$ cat src/rtl/pts_pkg.sv
package pts_pkg;

    typedef enum logic [1:0] {
        MODE_BYPASS = 2'd0,
        MODE_ARM    = 2'd1,
        MODE_RUN    = 2'd2
    } mode_state_t;

    typedef enum logic [1:0] {
        SRV_IDLE   = 2'd0,
        SRV_ACTIVE = 2'd1,
        SRV_SPENT  = 2'd2
    } srv_state_t;

endpackage

$ cat src/rtl/pts_mode_fsm.sv
module pts_mode_fsm
    import pts_pkg::*;
(
    input  logic clk,
    input  logic rst_n,
    input  logic sched_en,
    output logic in_bypass,
    output logic in_arm,
    output logic in_run
);

    mode_state_t state_q, state_d;

    always_ff @(posedge clk or negedge rst_n) begin
        if (!rst_n) begin
            state_q <= MODE_BYPASS;
        end else begin
            state_q <= state_d;
        end
    end

    always_comb begin
        state_d = state_q;
        unique case (state_q)
            MODE_BYPASS: if (sched_en)  state_d = MODE_ARM;
            MODE_ARM:    state_d = sched_en ? MODE_RUN : MODE_BYPASS;
            MODE_RUN:    if (!sched_en) state_d = MODE_BYPASS;
            default:     state_d = MODE_BYPASS;
        endcase
    end

    always_comb begin
        in_bypass = (state_q == MODE_BYPASS);
        in_arm    = (state_q == MODE_ARM);
        in_run    = (state_q == MODE_RUN);
    end

endmodule

$ cat src/rtl/pts_server.sv
module pts_server
    import pts_pkg::*;
#(
    parameter int CNT_W = 16
) (
    input  logic             clk,
    input  logic             rst_n,
    input  logic             load,
    input  logic             run,
    input  logic             exec,
    input  logic [CNT_W-1:0] cfg_budget,
    input  logic [CNT_W-1:0] cfg_period,
    output logic             has_budget
);

    localparam logic [CNT_W-1:0] ONE = CNT_W'(1);

    srv_state_t       state_q, state_d;
    logic [CNT_W-1:0] budget_q;
    logic [CNT_W-1:0] period_q;
    logic             replenish;
    logic             cfg_nonzero;

    assign replenish   = run && (period_q <= ONE);
    assign cfg_nonzero = (cfg_budget != '0);

    always_ff @(posedge clk or negedge rst_n) begin
        if (!rst_n) begin
            state_q <= SRV_IDLE;
        end else begin
            state_q <= state_d;
        end
    end

    always_comb begin
        state_d = state_q;
        unique case (state_q)
            SRV_IDLE: begin
                if (load) state_d = cfg_nonzero ? SRV_ACTIVE : SRV_SPENT;
            end
            SRV_ACTIVE: begin
                if (!run)                          state_d = SRV_IDLE;
                else if (replenish)                state_d = cfg_nonzero ? SRV_ACTIVE : SRV_SPENT;
                else if (exec && budget_q == ONE)  state_d = SRV_SPENT;
            end
            SRV_SPENT: begin
                if (!run)                          state_d = SRV_IDLE;
                else if (replenish && cfg_nonzero) state_d = SRV_ACTIVE;
            end
            default: state_d = SRV_IDLE;
        endcase
    end

    always_ff @(posedge clk or negedge rst_n) begin
        if (!rst_n) begin
            budget_q <= '0;
            period_q <= '0;
        end else if (load) begin
            budget_q <= cfg_budget;
            period_q <= cfg_period;
        end else if (run) begin
            if (replenish) begin
                budget_q <= cfg_budget;
                period_q <= cfg_period;
            end else begin
                period_q <= period_q - ONE;
                if (exec && budget_q != '0) budget_q <= budget_q - ONE;
            end
        end
    end

    assign has_budget = (state_q == SRV_ACTIVE);

endmodule

$ cat src/rtl/pts_prio_chain.sv
module pts_prio_chain #(
    parameter int NUM_CH = 4
) (
    input  logic [NUM_CH-1:0] ready,
    output logic [NUM_CH-1:0] exec
);

    logic [NUM_CH:0] taken;

    assign taken[0] = 1'b0;

    for (genvar g = 0; g < NUM_CH; g++) begin : g_link
        assign exec[g]    = ready[g] & ~taken[g];
        assign taken[g+1] = taken[g] | ready[g];
    end

endmodule

$ cat src/rtl/periph_traffic_sched.sv
module periph_traffic_sched
    import pts_pkg::*;
#(
    parameter int NUM_CH = 4,
    parameter int CNT_W  = 16,
    localparam int SEL_W = (NUM_CH > 1) ? $clog2(NUM_CH) : 1
) (
    input  logic              clk,
    input  logic              rst_n,
    input  logic              sched_en,
    input  logic              cfg_we,
    input  logic [SEL_W-1:0]  cfg_sel,
    input  logic [CNT_W-1:0]  cfg_budget,
    input  logic [CNT_W-1:0]  cfg_period,
    input  logic [NUM_CH-1:0] data_rdy,
    output logic [NUM_CH-1:0] block
);

    logic                          mode_bypass;
    logic                          mode_arm;
    logic                          mode_run;
    logic [NUM_CH-1:0]             has_budget;
    logic [NUM_CH-1:0]             ready;
    logic [NUM_CH-1:0]             exec;
    logic [NUM_CH-1:0][CNT_W-1:0]  cfg_bud_q;
    logic [NUM_CH-1:0][CNT_W-1:0]  cfg_per_q;
    logic                          cfg_open;

    pts_mode_fsm u_mode (
        .clk       (clk),
        .rst_n     (rst_n),
        .sched_en  (sched_en),
        .in_bypass (mode_bypass),
        .in_arm    (mode_arm),
        .in_run    (mode_run)
    );

    assign cfg_open = cfg_we && mode_bypass && !sched_en;

    for (genvar g = 0; g < NUM_CH; g++) begin : g_chan
        always_ff @(posedge clk or negedge rst_n) begin
            if (!rst_n) begin
                cfg_bud_q[g] <= '0;
                cfg_per_q[g] <= '0;
            end else if (cfg_open && cfg_sel == SEL_W'(g)) begin
                cfg_bud_q[g] <= cfg_budget;
                cfg_per_q[g] <= cfg_period;
            end
        end

        pts_server #(.CNT_W(CNT_W)) u_srv (
            .clk        (clk),
            .rst_n      (rst_n),
            .load       (mode_arm),
            .run        (mode_run),
            .exec       (exec[g]),
            .cfg_budget (cfg_bud_q[g]),
            .cfg_period (cfg_per_q[g]),
            .has_budget (has_budget[g])
        );
    end

    assign ready = data_rdy & has_budget & {NUM_CH{mode_run}};

    pts_prio_chain #(.NUM_CH(NUM_CH)) u_prio (
        .ready (ready),
        .exec  (exec)
    );

    always_comb begin
        if (mode_run)      block = ~exec;
        else if (mode_arm) block = '1;
        else               block = '0;
    end

endmodule

$ cat config.mk
export PLATFORM = sky130hd
export DESIGN_NAME = periph_traffic_sched
export DESIGN_NICKNAME = d
export VERILOG_FILES = /design/src/rtl/pts_pkg.sv /design/src/rtl/pts_mode_fsm.sv /design/src/rtl/pts_server.sv /design/src/rtl/pts_prio_chain.sv /design/src/rtl/periph_traffic_sched.sv
export SDC_FILE = /design/constraint.sdc
export NUM_CORES = 1
export LEC_CHECK = 0
export BUFFER_PORTS_ARGS = -buffer_cell sky130_fd_sc_hd__buf_2
export CAP_MARGIN = 25
export CELL_PAD_IN_SITES_DETAIL_PLACEMENT = 0
export CELL_PAD_IN_SITES_GLOBAL_PLACEMENT = 1
export CORE_MARGIN = 2
export CORE_UTILIZATION = 50
export CTS_CLUSTER_DIAMETER = 30
export DETAILED_ROUTE_END_ITERATION = 10
export PLACE_DENSITY = 0.76
export SLEW_MARGIN = 20
export SYNTH_ARGS = -nofsm -noshare
export SYNTH_HDL_FRONTEND = slang
export SYNTH_HIERARCHICAL = 1
export SYNTH_SLANG_ARGS = --single-unit
$ cat constraint.sdc
create_clock -name clk -period 3.4 [get_ports clk]
set_input_delay 0.68 -clock clk [delete_from_list [all_inputs] [get_ports clk]]
set_output_delay 0.68 -clock clk [all_outputs]
set_load 0.005 [all_outputs]
==> summary.txt, run 1 <==
STA
  • Final setup margin: roughly 210 ps
  • Number of failing hold endpoints at the final stage: 0
  • Number of failing setup endpoints in the final timing report: 0
  • Relative slew slack: 0.387
  • Final cycle utilization of the critical path: 0.938
  • Unrepaired setup endpoints after global routing: false
  • Total negative slack for setup checks: 0 ps
  • Worst Clk Skew: around 30 ps
  • Slew at the pin with the worst max-slew slack: ~900 ps
  • Final number of max-transition violations: 0
  • Maximum operating frequency: 0.313 GHz
  • Shortest clock period the worst path allows after layout: 3190 ps

GRT
  • Largest net degree at the start of global routing: 87
  • Global-route wire length before repair: approximately 64000 um
  • All-layer global routing usage: 0.269
  • Initial antenna violation count: 1
  • Vias in the first global route: 11468
  • Total congestion overflow after global routing: 0

Clocking
  • Hold-fix buffers at CTS: 0
  • TritonCTS sink count: around 270
  • Clock Root Buffer: sky130_fd_sc_hd__clkbuf_16
  • Post CTS Setup Buffer Count: 0
  • Count of cells resized by post-cts repair: 0
  • # H-tree levels: 3
  • CTS buffer count: a little over 70
  • CTS tree: yes
  • CTS Buffer Depth: 3
  • Clock-pin slew reported for the worst setup and hold paths after clock tree synthesis: ~40 ps
  • Insertion delay of the later-clocked pin in the worst-skew pair: between 500 and 600 ps

Synthesis
  • Primary FF master, synth: sky130_fd_sc_hd__dfrtp_1
  • Area leader, netlist: sky130_fd_sc_hd__dfrtp_1
  • Synth async-reset ratio: 1.00
  • Count of flip-flops with a built-in enable after synthesis: 0
  • Number of instances in the synthesized netlist: 1351
  • Ranking of synthesized cells by area: sky130_fd_sc_hd__dfrtp_1 46%, sky130_fd_sc_hd__mux2_2 7.7%, sky130_fd_sc_hd__nand2_1 3.5%
  • Share of the yosys chip area belonging to registers: 0.464
  • Yosys cell types: 83
  • Share of the synthesized area in the top cell type: 0.464
  • Nets in the synthesized netlist: about 1400
  • Flip-flop and latch count after synthesis: around 270
  • Cell Area, Synth: between 0.01 and 0.015 mm^2
  • Mean instance size in the synthesized netlist: about 11 um^2
  • Synth warnings: 6

Place
  • Port-buffer cells: 45
  • Place WS: 466 ps
  • Placer's final routability congestion estimate: approximately 0.86
  • Placed cell areas: roughly 0.015 mm^2
  • Half-perimeter wire length of the detailed placement result: 26500 um

Cells and area
  • Final instance area: approximately 0.018 mm^2
  • Ant. Diodes: 0
  • Multi-input combinational cell area: ~0.0072 mm^2
  • Filler cells: around 2300
  • Layout-stage area growth over the synthesis result: 22.5%
  • Layout cell share with drive strength beyond 1: 0.269
  • Area of all sequential standard cells: between 0.006 and 0.007 mm^2
  • Net count, final: between 1500 and 2000

Run
  • # Max-Cap Violations: 0

Detailed routing
  • # DRC: 0
  • Final antenna-violating net count: 0
  • Length of the first detailed-routing pass in iterations: 5
  • Overall routed net length: approximately 40000 um
  • Average vias per placed instance: between 6 and 7
  • Via count: roughly 11000
  • First DRT Iteration DRCs: 871
  • Detailed-route wire length per cell: 21.0 um

Critical path
  • Data required, critical path: 2720 ps
  • Worst setup startpoint: g_chan[2].u_srv/state_q[0]
  • Worst reg2reg setup slack: around 470 ps
  • Setup Crit Path Kind: flop to output pin
  • Reg2reg path depth: 8
  • Startpoint kind of the worst setup timing path: flop
  • Category of the worst setup path capture point: output pin
  • Data arrival time of the worst path: about 2500 ps
  • Critical path fanouts, max: 6
  • Reg2Reg Launch Point: g_chan[2].u_srv/state_q[0]
  • R2R Path End: g_chan[2].u_srv/budget_q[9]

Power and ir drop
  • Maximum vdd ir drop: 0.605 mV
  • Leakage power figure: 7.29 nW
  • Power Density: between 800 and 900 mW/mm^2

Die
  • Placeable core region: around 0.028 mm^2
  • Die extent in x: approximately 170 um
  • Number of core rows: between 60 and 70
  • Total Die Area: 0.0301 mm^2
  • I/O Pins: 46
  • Initial standard-cell utilization of the core: 0.504
  • Vertical extent of the die: about 170 um

Status
  • Result of the run: finished, final reports clean

Min path
  • Min-delay worst type: input port to asynchronous set/reset pin
power breakdown:
group	leakage (nW)	switching [mW]	internal [mW]	total (mW)
combinational	2.88	1.68	1.57	3.24
sequential	3.24	1.12	4.29	5.40
clock	1.18	1.97	4.74	6.72
total	7.29	4.77	10.6	15.4
worst max-delay path by stage:
stage / endpoint / slack (ps) / depth (start not counted)
2_1_floorplan: g_chan[2].u_srv/budget_q[9] / 760 / 8
3_3_place_gp: g_chan[2].u_srv/budget_q[9] / 490 / 8
3_5_place_dp: g_chan[2].u_srv/budget_q[9] / 470 / 8
4_1_cts: block[2] / 240 / 6
5_1_grt: block[2] / 120 / 6
6_report: block[2] / 210 / 6
cell type report:
cell class | instances | share of cell area
multi-input combinational | 982 | 0.411
sequential | 266 | 0.379
clock buffer | 96 | 0.115
timing repair buffer | 88 | 0.0362
tap | 384 | 0.0273
clock inverter | 31 | 0.0232
inverter | 39 | 0.00833
cells in the final DEF (no fill, tap or decap), types with 9 or more instances in the layout:
| cell type | n |
|---|---|
| sky130_fd_sc_hd__a211oi_1 | 10 |
| sky130_fd_sc_hd__a21oi_1 | 48 |
| sky130_fd_sc_hd__a22oi_1 | 23 |
| sky130_fd_sc_hd__and4_1 | 9 |
| sky130_fd_sc_hd__buf_2 | 44 |
| sky130_fd_sc_hd__buf_4 | 36 |
| sky130_fd_sc_hd__clkbuf_1 | 13 |
| sky130_fd_sc_hd__clkbuf_16 | 74 |
| sky130_fd_sc_hd__clkbuf_8 | 9 |
| sky130_fd_sc_hd__clkinv_2 | 9 |
| sky130_fd_sc_hd__dfrtp_1 | 266 |
| sky130_fd_sc_hd__ha_1 | 16 |
| sky130_fd_sc_hd__inv_1 | 38 |
| sky130_fd_sc_hd__mux2_1 | 10 |
| sky130_fd_sc_hd__mux2_2 | 98 |
| sky130_fd_sc_hd__mux2_4 | 32 |
| sky130_fd_sc_hd__mux2i_1 | 11 |
| sky130_fd_sc_hd__nand2_1 | 132 |
| sky130_fd_sc_hd__nand3_1 | 32 |
| sky130_fd_sc_hd__nand4_1 | 22 |
| sky130_fd_sc_hd__nor2_1 | 60 |
| sky130_fd_sc_hd__nor2b_1 | 9 |
| sky130_fd_sc_hd__nor3_1 | 44 |
| sky130_fd_sc_hd__nor4_1 | 44 |
| sky130_fd_sc_hd__nor4b_1 | 9 |
| sky130_fd_sc_hd__o21ai_0 | 77 |
| sky130_fd_sc_hd__o21ai_1 | 13 |
| sky130_fd_sc_hd__o22ai_1 | 24 |
| sky130_fd_sc_hd__o311ai_0 | 14 |
| sky130_fd_sc_hd__or2_2 | 9 |
| sky130_fd_sc_hd__or4_1 | 10 |
| sky130_fd_sc_hd__or4_4 | 13 |
| sky130_fd_sc_hd__xnor2_1 | 38 |
metrics by stage:
step | power, mW | util | cells | hold WS [ps]
after floorplan | 7.57 | - | 1351 | 384
after global placement | 8.52 | 0.531 | 1756 | 474
after detailed placement | 8.61 | 0.532 | 1758 | 479
after CTS | 15.4 | 0.617 | 1885 | 164
after global routing | 16.2 | 0.617 | 1886 | 192
final | 15.4 | 0.617 | 1886 | 137
per-layer routing:
metal  GRT usage  part of all wire
met1       0.378              0.46
met2       0.427              0.47
met3      0.0441             0.047
met4      0.0911             0.024
met5           0                 0
worst max-delay path, stage by stage (launching register included):
cell                      delay (ps)
sky130_fd_sc_hd__dfrtp_1         390
sky130_fd_sc_hd__nor2b_1         380
sky130_fd_sc_hd__and3_1          280
sky130_fd_sc_hd__nor3b_1         440
sky130_fd_sc_hd__buf_4           230
sky130_fd_sc_hd__mux2i_1          90
sky130_fd_sc_hd__buf_2           140
cell usage after synthesis, types with 16 or more instances:
| cell | n |
|---|---|
| sky130_fd_sc_hd__nand4_1 | 22 |
| sky130_fd_sc_hd__mux2_4 | 32 |
| sky130_fd_sc_hd__inv_1 | 38 |
| sky130_fd_sc_hd__nand2_1 | 132 |
| sky130_fd_sc_hd__nand3_1 | 32 |
| sky130_fd_sc_hd__o22ai_1 | 24 |
| sky130_fd_sc_hd__nor2_1 | 61 |
| sky130_fd_sc_hd__a21oi_1 | 48 |
| sky130_fd_sc_hd__ha_1 | 16 |
| sky130_fd_sc_hd__nor4_1 | 44 |
| sky130_fd_sc_hd__a22oi_1 | 23 |
| sky130_fd_sc_hd__nor3_1 | 44 |
| sky130_fd_sc_hd__o21ai_0 | 77 |
| sky130_fd_sc_hd__xnor2_1 | 38 |
| sky130_fd_sc_hd__clkbuf_1 | 30 |
| sky130_fd_sc_hd__buf_2 | 20 |
| sky130_fd_sc_hd__mux2_2 | 98 |
| sky130_fd_sc_hd__dfrtp_1 | 266 |
registers in the layout, indices dropped and copies added (netlist names):
register               cells
g_chan.u_srv/period_q     64
u_mode/state_q             2
cfg_bud_q                 64
cfg_per_q                 64
g_chan.u_srv/budget_q     64
g_chan.u_srv/state_q       8
cell families after synthesis:
family,count (synthesis),synth area share
xor+xnor,39,0.0238
flops,266,0.464
buf+inv,103,0.0340
simple gates,476,0.195
compound gates,300,0.143
mux,151,0.126
fa+ha+maj,16,0.0140
Note: power is estimated with default switching activity, not from simulation.
==> run 2, diff against run 1 <==
--- a/config.mk
+++ b/config.mk
@@ -10,10 +10,10 @@
 export CELL_PAD_IN_SITES_DETAIL_PLACEMENT = 0
 export CELL_PAD_IN_SITES_GLOBAL_PLACEMENT = 1
 export CORE_MARGIN = 2
-export CORE_UTILIZATION = 50
+export CORE_UTILIZATION = 35
 export CTS_CLUSTER_DIAMETER = 30
 export DETAILED_ROUTE_END_ITERATION = 10
-export PLACE_DENSITY = 0.76
+export PLACE_DENSITY = 0.55
 export SLEW_MARGIN = 20
 export SYNTH_ARGS = -nofsm -noshare
 export SYNTH_HDL_FRONTEND = slang
==> run 2 against run 1 <==
Effect of this change:
- routed wire length up 12%
- fmax is 1.6% higher
- utilization is 17 points lower
- power rose by 9.0%
- largest power group unchanged
- global-route usage fell by 5.5 points
- highest routed layer unchanged
- first-iteration DRC count grew 6.8%
- worst setup slack better by 50 ps
==> summary.txt, run 2 (synthesis results as in run 1) <==
Status
  • Result of the run: finished, final reports clean (unchanged)

Min path
  • Min-delay src: sched_en
  • Min-delay worst type: input port to flop (was input port to asynchronous set/reset pin)
  • Worst hold path cell count: 2
  • Worst min-delay path endpoint: u_mode/state_q[1]

Cells and area
  • Commonest cells after routing, fill and taps aside: 266 x sky130_fd_sc_hd__dfrtp_1, 132 x sky130_fd_sc_hd__nand2_1, 98 x sky130_fd_sc_hd__mux2_2 (unchanged)
  • Net count, final: 1520 (was 1506)
  • Layout-stage area growth over the synthesis result: 27.8% (was 22.5%)
  • Leading cell type in the layout, fill and taps excluded: sky130_fd_sc_hd__dfrtp_1 (unchanged)
  • Layout cell share with drive strength beyond 1: 0.278 (was 0.269)
  • Filler cells: 3821 (was 2331)

GRT
  • Largest net degree at the start of global routing: 58 (was 87)
  • Met3 Usage GRT: 0.0473 (was 0.0441)
  • Global-route wire length before repair: 69700 um (was 64300 um)
  • Total congestion overflow after global routing: 0 (unchanged)
  • Global route hottest layer: met2 (unchanged)
  • Initial antenna violation count: 1 (unchanged)
  • Met2 routing resource usage after global routing: 0.328 (was 0.427)
  • All-layer global routing usage: 0.215 (was 0.269)
  • Vias in the first global route: 11734 (was 11468)
  • Routing usage on met1: 0.300 (was 0.378)

Clocking
  • CTS Buffer Depth: 3 (unchanged)
  • Clock-pin slew reported for the worst setup and hold paths after clock tree synthesis: 40 ps (about the same)
  • CTS tree: yes (unchanged)
  • Clock Root Buffer: sky130_fd_sc_hd__clkbuf_16 (unchanged)
  • TritonCTS sink count: 266 (unchanged)
  • CTS buffer count: 82 (was 71)
  • Count of cells resized by post-cts repair: 0 (unchanged)
  • # H-tree levels: 3 (unchanged)
  • Insertion delay of the later-clocked pin in the worst-skew pair: 610 ps (was 560 ps)

STA
  • Slew at the pin with the worst max-slew slack: 966 ps (was 918 ps)
  • Final number of max-transition violations: 0 (unchanged)
  • Total negative slack for setup checks: 0 ps (unchanged)
  • Relative slew slack: 0.356 (was 0.387)
  • Shortest clock period the worst path allows after layout: 3140 ps (was 3190 ps)
  • Final setup margin: 259 ps (was 209 ps)
  • Number of failing hold endpoints at the final stage: 0 (unchanged)
  • Worst Clk Skew: 21.6 ps (was 30.1 ps)
  • Number of failing setup endpoints in the final timing report: 0 (unchanged)
  • Unrepaired setup endpoints after global routing: false (unchanged)
  • Final cycle utilization of the critical path: 0.924 (was 0.938)
  • Maximum operating frequency: 0.318 GHz (was 0.313 GHz)

Critical path
  • List of cells traversed by the critical path: nor2b_4 > buf_4 > and3_1 > nor4b_2 > buf_4 > a21oi_1 > buf_2 (was nor2b_1 > and3_1 > nor3b_1 > buf_4 > mux2i_1 > buf_2)
  • Buf+Inv Stages, Crit Path: 3 (was 2)
  • Reg2reg path depth: 8 (unchanged)
  • Worst reg2reg setup slack: 500 ps (was 470 ps)
  • CP max stage delay: 400 ps (was 440 ps)
  • Critical path fanouts, max: 10 (was 6)
  • Category of the worst setup path capture point: output pin (unchanged)
  • R2R Path End: g_chan[3].u_srv/budget_q[9] (was g_chan[2].u_srv/budget_q[9])
  • Setup Crit Path Kind: flop to output pin (unchanged)
  • Reg2Reg Launch Point: u_mode/state_q[1] (was g_chan[2].u_srv/state_q[0])
  • Cell occurring most often along the worst timing path: sky130_fd_sc_hd__buf_4
  • Data required, critical path: 2720 ps (about the same)
  • Startpoint kind of the worst setup timing path: flop (unchanged)
  • Cell family with most CP delay: simple AND/OR/NAND/NOR gates (unchanged)
  • Max stage delay cell, worst path: sky130_fd_sc_hd__dfrtp_1 (was sky130_fd_sc_hd__nor3b_1)
  • Data arrival time of the worst path: 2460 ps (was 2510 ps)

Power and ir drop
  • PnR Total Power: 16.7 mW (was 15.4 mW)
  • Leakage power figure: 7.56 nW (was 7.29 nW)
  • Power Density: 913 mW/mm^2 (was 874 mW/mm^2)
  • Maximum vdd ir drop: 0.376 mV (was 0.605 mV)

Detailed routing
  • Length of the first detailed-routing pass in iterations: 5 (unchanged)
  • Overall routed net length: 44300 um (was 39700 um)
  • Average vias per placed instance: 5.55 (was 6.08)
  • Final antenna-violating net count: 0 (unchanged)
  • Detailed-route wire length per cell: 21.5 um (was 21.0 um)
  • Via count: 11451 (was 11476)
  • First DRT Iteration DRCs: 930 (was 871)
  • # DRC: 0 (unchanged)

Die
  • I/O Pins: 46 (unchanged)
  • Die extent in x: 206 um (was 173 um)
  • Number of core rows: 74 (was 62)
  • Vertical extent of the die: 206 um (was 173 um)
  • Initial standard-cell utilization of the core: 0.353 (was 0.504)
  • Placeable core region: 0.0406 mm^2 (was 0.0285 mm^2)
  • Total Die Area: 0.0426 mm^2 (was 0.0301 mm^2)

Place
  • Port-buffer cells: 45 (unchanged)
  • Place WS: 461 ps (was 466 ps)
  • Placer's final routability congestion estimate: 0.802 (was 0.860)
  • Half-perimeter wire length of the detailed placement result: 30100 um (was 26500 um)

Run
  • # Max-Cap Violations: 0 (unchanged)
run 2: changes by cell type in the layout (fill, tap and decap cells not counted), sizes merged:
cell,previous run,this run
clkbuf,96,118
bufinv,8,12
buf,88,90
diode,0,2
clkinv,14,15
clkinvlp,6,5
dlygate4sd3,0,1
inv,42,41
run 2: worst max path at each step:
stage | from | endpoint | cells after the start
detailed placement | u_mode/state_q[1] | g_chan[2].u_srv/budget_q[9] | 9
global placement | u_mode/state_q[1] | g_chan[2].u_srv/budget_q[9] | 9
floorplan | u_mode/state_q[1] | g_chan[2].u_srv/budget_q[9] | 8
CTS | u_mode/state_q[1] | block[3] | 7
finish | u_mode/state_q[1] | block[3] | 7
global route | u_mode/state_q[1] | block[3] | 7
run 2: per-layer routing:
metal	wire length, um	share of wire
met1	21300	0.48
met2	20000	0.45
met3	2040	0.046
met4	970	0.022
met5	0	0
run 2: timing repair:
| item | CTS | global route |
|---|---|---|
| setup endpoints to repair | 3 | 0 |
| hold buffers | 1 | 0 |
| setup buffers | 2 | 0 |
| endpoints found under the hold margin | 28 | 0 |
run 2: area by class of cell:
cell class                      count  area, um^2  area share
Sequential cell                   266        6660       0.363
Tap cell                          532         666      0.0363
Clock buffer                      118        2360       0.129
Clock inverter                     34         624      0.0341
Antenna cell                        2        5.00    0.000273
Multi-Input combinational cell    982        7220       0.394
Inverter                           39         146     0.00798
Timing Repair Buffer               91         658      0.0359
run 2: through the flow:
stage / hold WS (ps) / cell area, um^2 / utilization / cells
after global placement: 481 / 15300 / 0.377 / 1907
after global routing: 350 / 18300 / 0.451 / 2062
after CTS: 332 / 18300 / 0.451 / 2062
final: 360 / 18300 / 0.451 / 2064
after floorplan: 384 / 14300 / - / 1351
after detailed placement: 482 / 15300 / 0.377 / 1907
run 2: power by group:
| group | internal (mW) | switching (mW) |
|---|---|---|
| logic | 1.58 | 1.69 |
| clock network | 5.73 | 2.32 |
| registers | 4.29 | 1.14 |
| total | 11.6 | 5.15 |
==> run 3, diff against run 2 <==
--- a/config.mk
+++ b/config.mk
@@ -10,10 +10,10 @@
 export CELL_PAD_IN_SITES_DETAIL_PLACEMENT = 0
 export CELL_PAD_IN_SITES_GLOBAL_PLACEMENT = 1
 export CORE_MARGIN = 2
-export CORE_UTILIZATION = 35
+export CORE_UTILIZATION = 47
 export CTS_CLUSTER_DIAMETER = 30
 export DETAILED_ROUTE_END_ITERATION = 10
-export PLACE_DENSITY = 0.55
+export PLACE_DENSITY = 0.72
 export SLEW_MARGIN = 20
 export SYNTH_ARGS = -nofsm -noshare
 export SYNTH_HDL_FRONTEND = slang
==> run 3 against run 2 <==
Effect of this change:
- combinational power shrank 2%
- final area shrank 4.9%
- register-to-register slack better by 100 ps
- sequential power hardly changed
- largest power group unchanged
- non-clock buffer count fell by 3
- global-route usage is 4.5 points higher
- critical path depth stayed put
- clock power down 20%
- utilization rose by 13 points
==> summary.txt, run 3 (synthesis results as in run 1) <==
Status
  • Result of the run: finished, final reports clean (unchanged)

STA
  • Slew at the pin with the worst max-slew slack: 877 ps (was 966 ps)
  • Number of failing hold endpoints at the final stage: 0 (unchanged)
  • Relative slew slack: 0.414 (was 0.356)
  • Tightest hold margin: 193 ps (was 360 ps)
  • Number of failing setup endpoints in the final timing report: 0 (unchanged)
  • Total negative slack for setup checks: 0 ps (unchanged)
  • Final cycle utilization of the critical path: 0.973 (was 0.924)
  • Final number of max-transition violations: 0 (unchanged)
  • Maximum operating frequency: 0.302 GHz (was 0.318 GHz)
  • Worst Clk Skew: 31.2 ps (was 21.6 ps)
  • Unrepaired setup endpoints after global routing: false (unchanged)
  • Shortest clock period the worst path allows after layout: 3310 ps (was 3140 ps)

Critical path
  • Reg2reg path depth: 9 (was 8)
  • Critical path fanouts, max: 38 (was 10)
  • Category of the worst setup path capture point: output pin (unchanged)
  • List of cells traversed by the critical path: nor2b_4 > buf_12 > and3_1 > nor2b_1 > buf_4 > a21oi_1 > buf_2 (was nor2b_4 > buf_4 > and3_1 > nor4b_2 > buf_4 > a21oi_1 > buf_2)
  • Data arrival time of the worst path: 2630 ps (was 2460 ps)
  • Number of cells on the critical path: 7 (unchanged)
  • Worst reg2reg setup slack: 600 ps (was 500 ps)
  • CP max stage delay: 440 ps (was 400 ps)
  • Cell family with most CP delay: simple AND/OR/NAND/NOR gates (unchanged)
  • Setup Crit Path Kind: flop to output pin (unchanged)
  • Max stage delay cell, worst path: sky130_fd_sc_hd__and3_1 (was sky130_fd_sc_hd__dfrtp_1)
  • Reg2Reg Launch Point: u_mode/state_q[1] (unchanged)
  • Startpoint kind of the worst setup timing path: flop (unchanged)
  • Buf+Inv Stages, Crit Path: 3 (unchanged)
  • Data required, critical path: 2720 ps (about the same)
  • R2R Path End: g_chan[2].u_srv/budget_q[9] (was g_chan[3].u_srv/budget_q[9])

Die
  • Total Die Area: 0.0319 mm^2 (was 0.0426 mm^2)
  • Placeable core region: 0.0299 mm^2 (was 0.0406 mm^2)
  • I/O Pins: 46 (unchanged)
  • Number of core rows: 63 (was 74)
  • Die extent in x: 179 um (was 206 um)
  • Initial standard-cell utilization of the core: 0.480 (was 0.353)
  • Vertical extent of the die: 179 um (was 206 um)

Detailed routing
  • Length of the first detailed-routing pass in iterations: 4 (was 5)
  • Via count: 11373 (was 11451)
  • # DRC: 0 (unchanged)
  • Final antenna-violating net count: 0 (unchanged)
  • Overall routed net length: 39700 um (was 44300 um)
  • First DRT Iteration DRCs: 721 (was 930)
  • Detailed-route wire length per cell: 21.1 um (was 21.5 um)
  • Average vias per placed instance: 6.04 (was 5.55)

Power and ir drop
  • Power Density: 863 mW/mm^2 (was 913 mW/mm^2)
  • Maximum vdd ir drop: 0.482 mV (was 0.376 mV)
  • Leakage power figure: 7.23 nW (was 7.56 nW)
  • Net switching component of the power: 4.76 mW (was 5.15 mW)
  • Sequential share of power: 0.361 (was 0.324)
  • Relative contribution of the clock network to total power: 0.425 (was 0.481)
  • Combinational group share of total power: 0.213 (was 0.195)
  • Switching share of power: 0.317 (was 0.308)
  • Cell internal pwr: 10.3 mW (was 11.6 mW)

Cells and area
  • Ant. Diodes: 0 (was 2)
  • Layout-stage area growth over the synthesis result: 21.5% (was 27.8%)
  • Commonest cells after routing, fill and taps aside: 266 x sky130_fd_sc_hd__dfrtp_1, 132 x sky130_fd_sc_hd__nand2_1, 98 x sky130_fd_sc_hd__mux2_2 (unchanged)
  • Layout cell share with drive strength beyond 1: 0.269 (was 0.278)
  • Count of placed standard cells in the final layout, fillers left out: 1883 (was 2064)
  • Net count, final: 1503 (was 1520)
  • Final instance area: 0.0174 mm^2 (was 0.0183 mm^2)
  • Filler cells: 2544 (was 3821)
  • Leading cell type in the layout, fill and taps excluded: sky130_fd_sc_hd__dfrtp_1 (unchanged)

Clocking
  • TritonCTS sink count: 266 (unchanged)
  • Clock Root Buffer: sky130_fd_sc_hd__clkbuf_16 (unchanged)
  • CTS tree: yes (unchanged)
  • CTS buffer count: 68 (was 82)
  • Clock-pin slew reported for the worst setup and hold paths after clock tree synthesis: 60 ps (was 40 ps)
  • Count of cells resized by post-cts repair: 0 (unchanged)
  • Insertion delay of the later-clocked pin in the worst-skew pair: 560 ps (was 610 ps)
  • CTS Buffer Depth: 3 (unchanged)
  • # H-tree levels: 3 (unchanged)
  • Post CTS Setup Buffer Count: 0 (was 2)
  • Hold-fix buffers at CTS: 0 (was 1)

GRT
  • Largest net degree at the start of global routing: 102 (was 58)
  • Vias in the first global route: 11062 (was 11734)
  • All-layer global routing usage: 0.260 (was 0.215)
  • Initial antenna violation count: 2 (was 1)
  • Global-route wire length before repair: 63500 um (was 69700 um)
  • Total congestion overflow after global routing: 0 (unchanged)

Place
  • Port-buffer cells: 45 (unchanged)
  • Placed cell areas: 0.0151 mm^2 (was 0.0153 mm^2)
  • Placer's final routability congestion estimate: 0.883 (was 0.802)
  • Dpl cells: 1764 (was 1907)
  • Half-perimeter wire length of the detailed placement result: 26900 um (was 30100 um)

Run
  • # Max-Cap Violations: 0 (unchanged)

Min path
  • Min-delay worst type: input port to asynchronous set/reset pin (was input port to flop)
## run 3: cell count changes in the layout (fill, tap and decap cells not counted), sizes merged
cell / change
inv: +9
clkinvlp: -1
diode: -2
clkbuf: -32
dlygate4sd3: -1
clkinv: -4
bufinv: -6
buf: -2
## run 3: through the flow
| step | power [mW] | utilization | setup WS (ps) |
|---|---|---|---|
| after CTS | 15.1 | 0.583 | 76.9 |
| after floorplan | 7.57 | - | 762 |
| after global placement | 8.58 | 0.506 | 646 |
| final | 15.0 | 0.584 | 90.3 |
| after detailed placement | 8.64 | 0.507 | 580 |
| after global routing | 15.9 | 0.584 | 12.0 |
## run 3: area by class of cell
class                           count  area, um^2  area share
Multi-Input combinational cell    982        7220       0.414
Sequential cell                   266        6660       0.382
Clock buffer                       86        1920       0.110
Timing Repair Buffer               88         637      0.0365
Tap cell                          390         488      0.0280
Clock inverter                     32         368      0.0211
Inverter                           39         146     0.00840
## run 3: how the worst max path moves through the flow
stage	startpoint	endpoint	slack, ps
global placement	data_rdy[0]	g_chan[2].u_srv/budget_q[9]	650
finish	u_mode/state_q[1]	block[1]	90
CTS	u_mode/state_q[1]	block[1]	80
floorplan	u_mode/state_q[1]	g_chan[2].u_srv/budget_q[9]	760
detailed placement	data_rdy[0]	g_chan[2].u_srv/budget_q[9]	580
global route	u_mode/state_q[1]	block[3]	10
## run 3: power by group through the flow
stage          combinational [mW]  sequential, mW  clock, mW
2_1_floorplan                2.50            5.07          0
6_report                     3.21            5.44       6.40
5_1_grt                      3.58            5.61       6.68
4_1_cts                      3.22            5.42       6.49
3_3_place_gp                 3.15            5.43          0
3_5_place_dp                 3.20            5.44          0
## run 3: metal layers
metal	vias to the layer above	share of wire	GRT usage
met1	5691	0.47	0.371
met3	82	0.043	0.0473
met4	0	0.027	0.0955
met5	-	0	0
li1	5318	-	-
met2	282	0.46	0.395
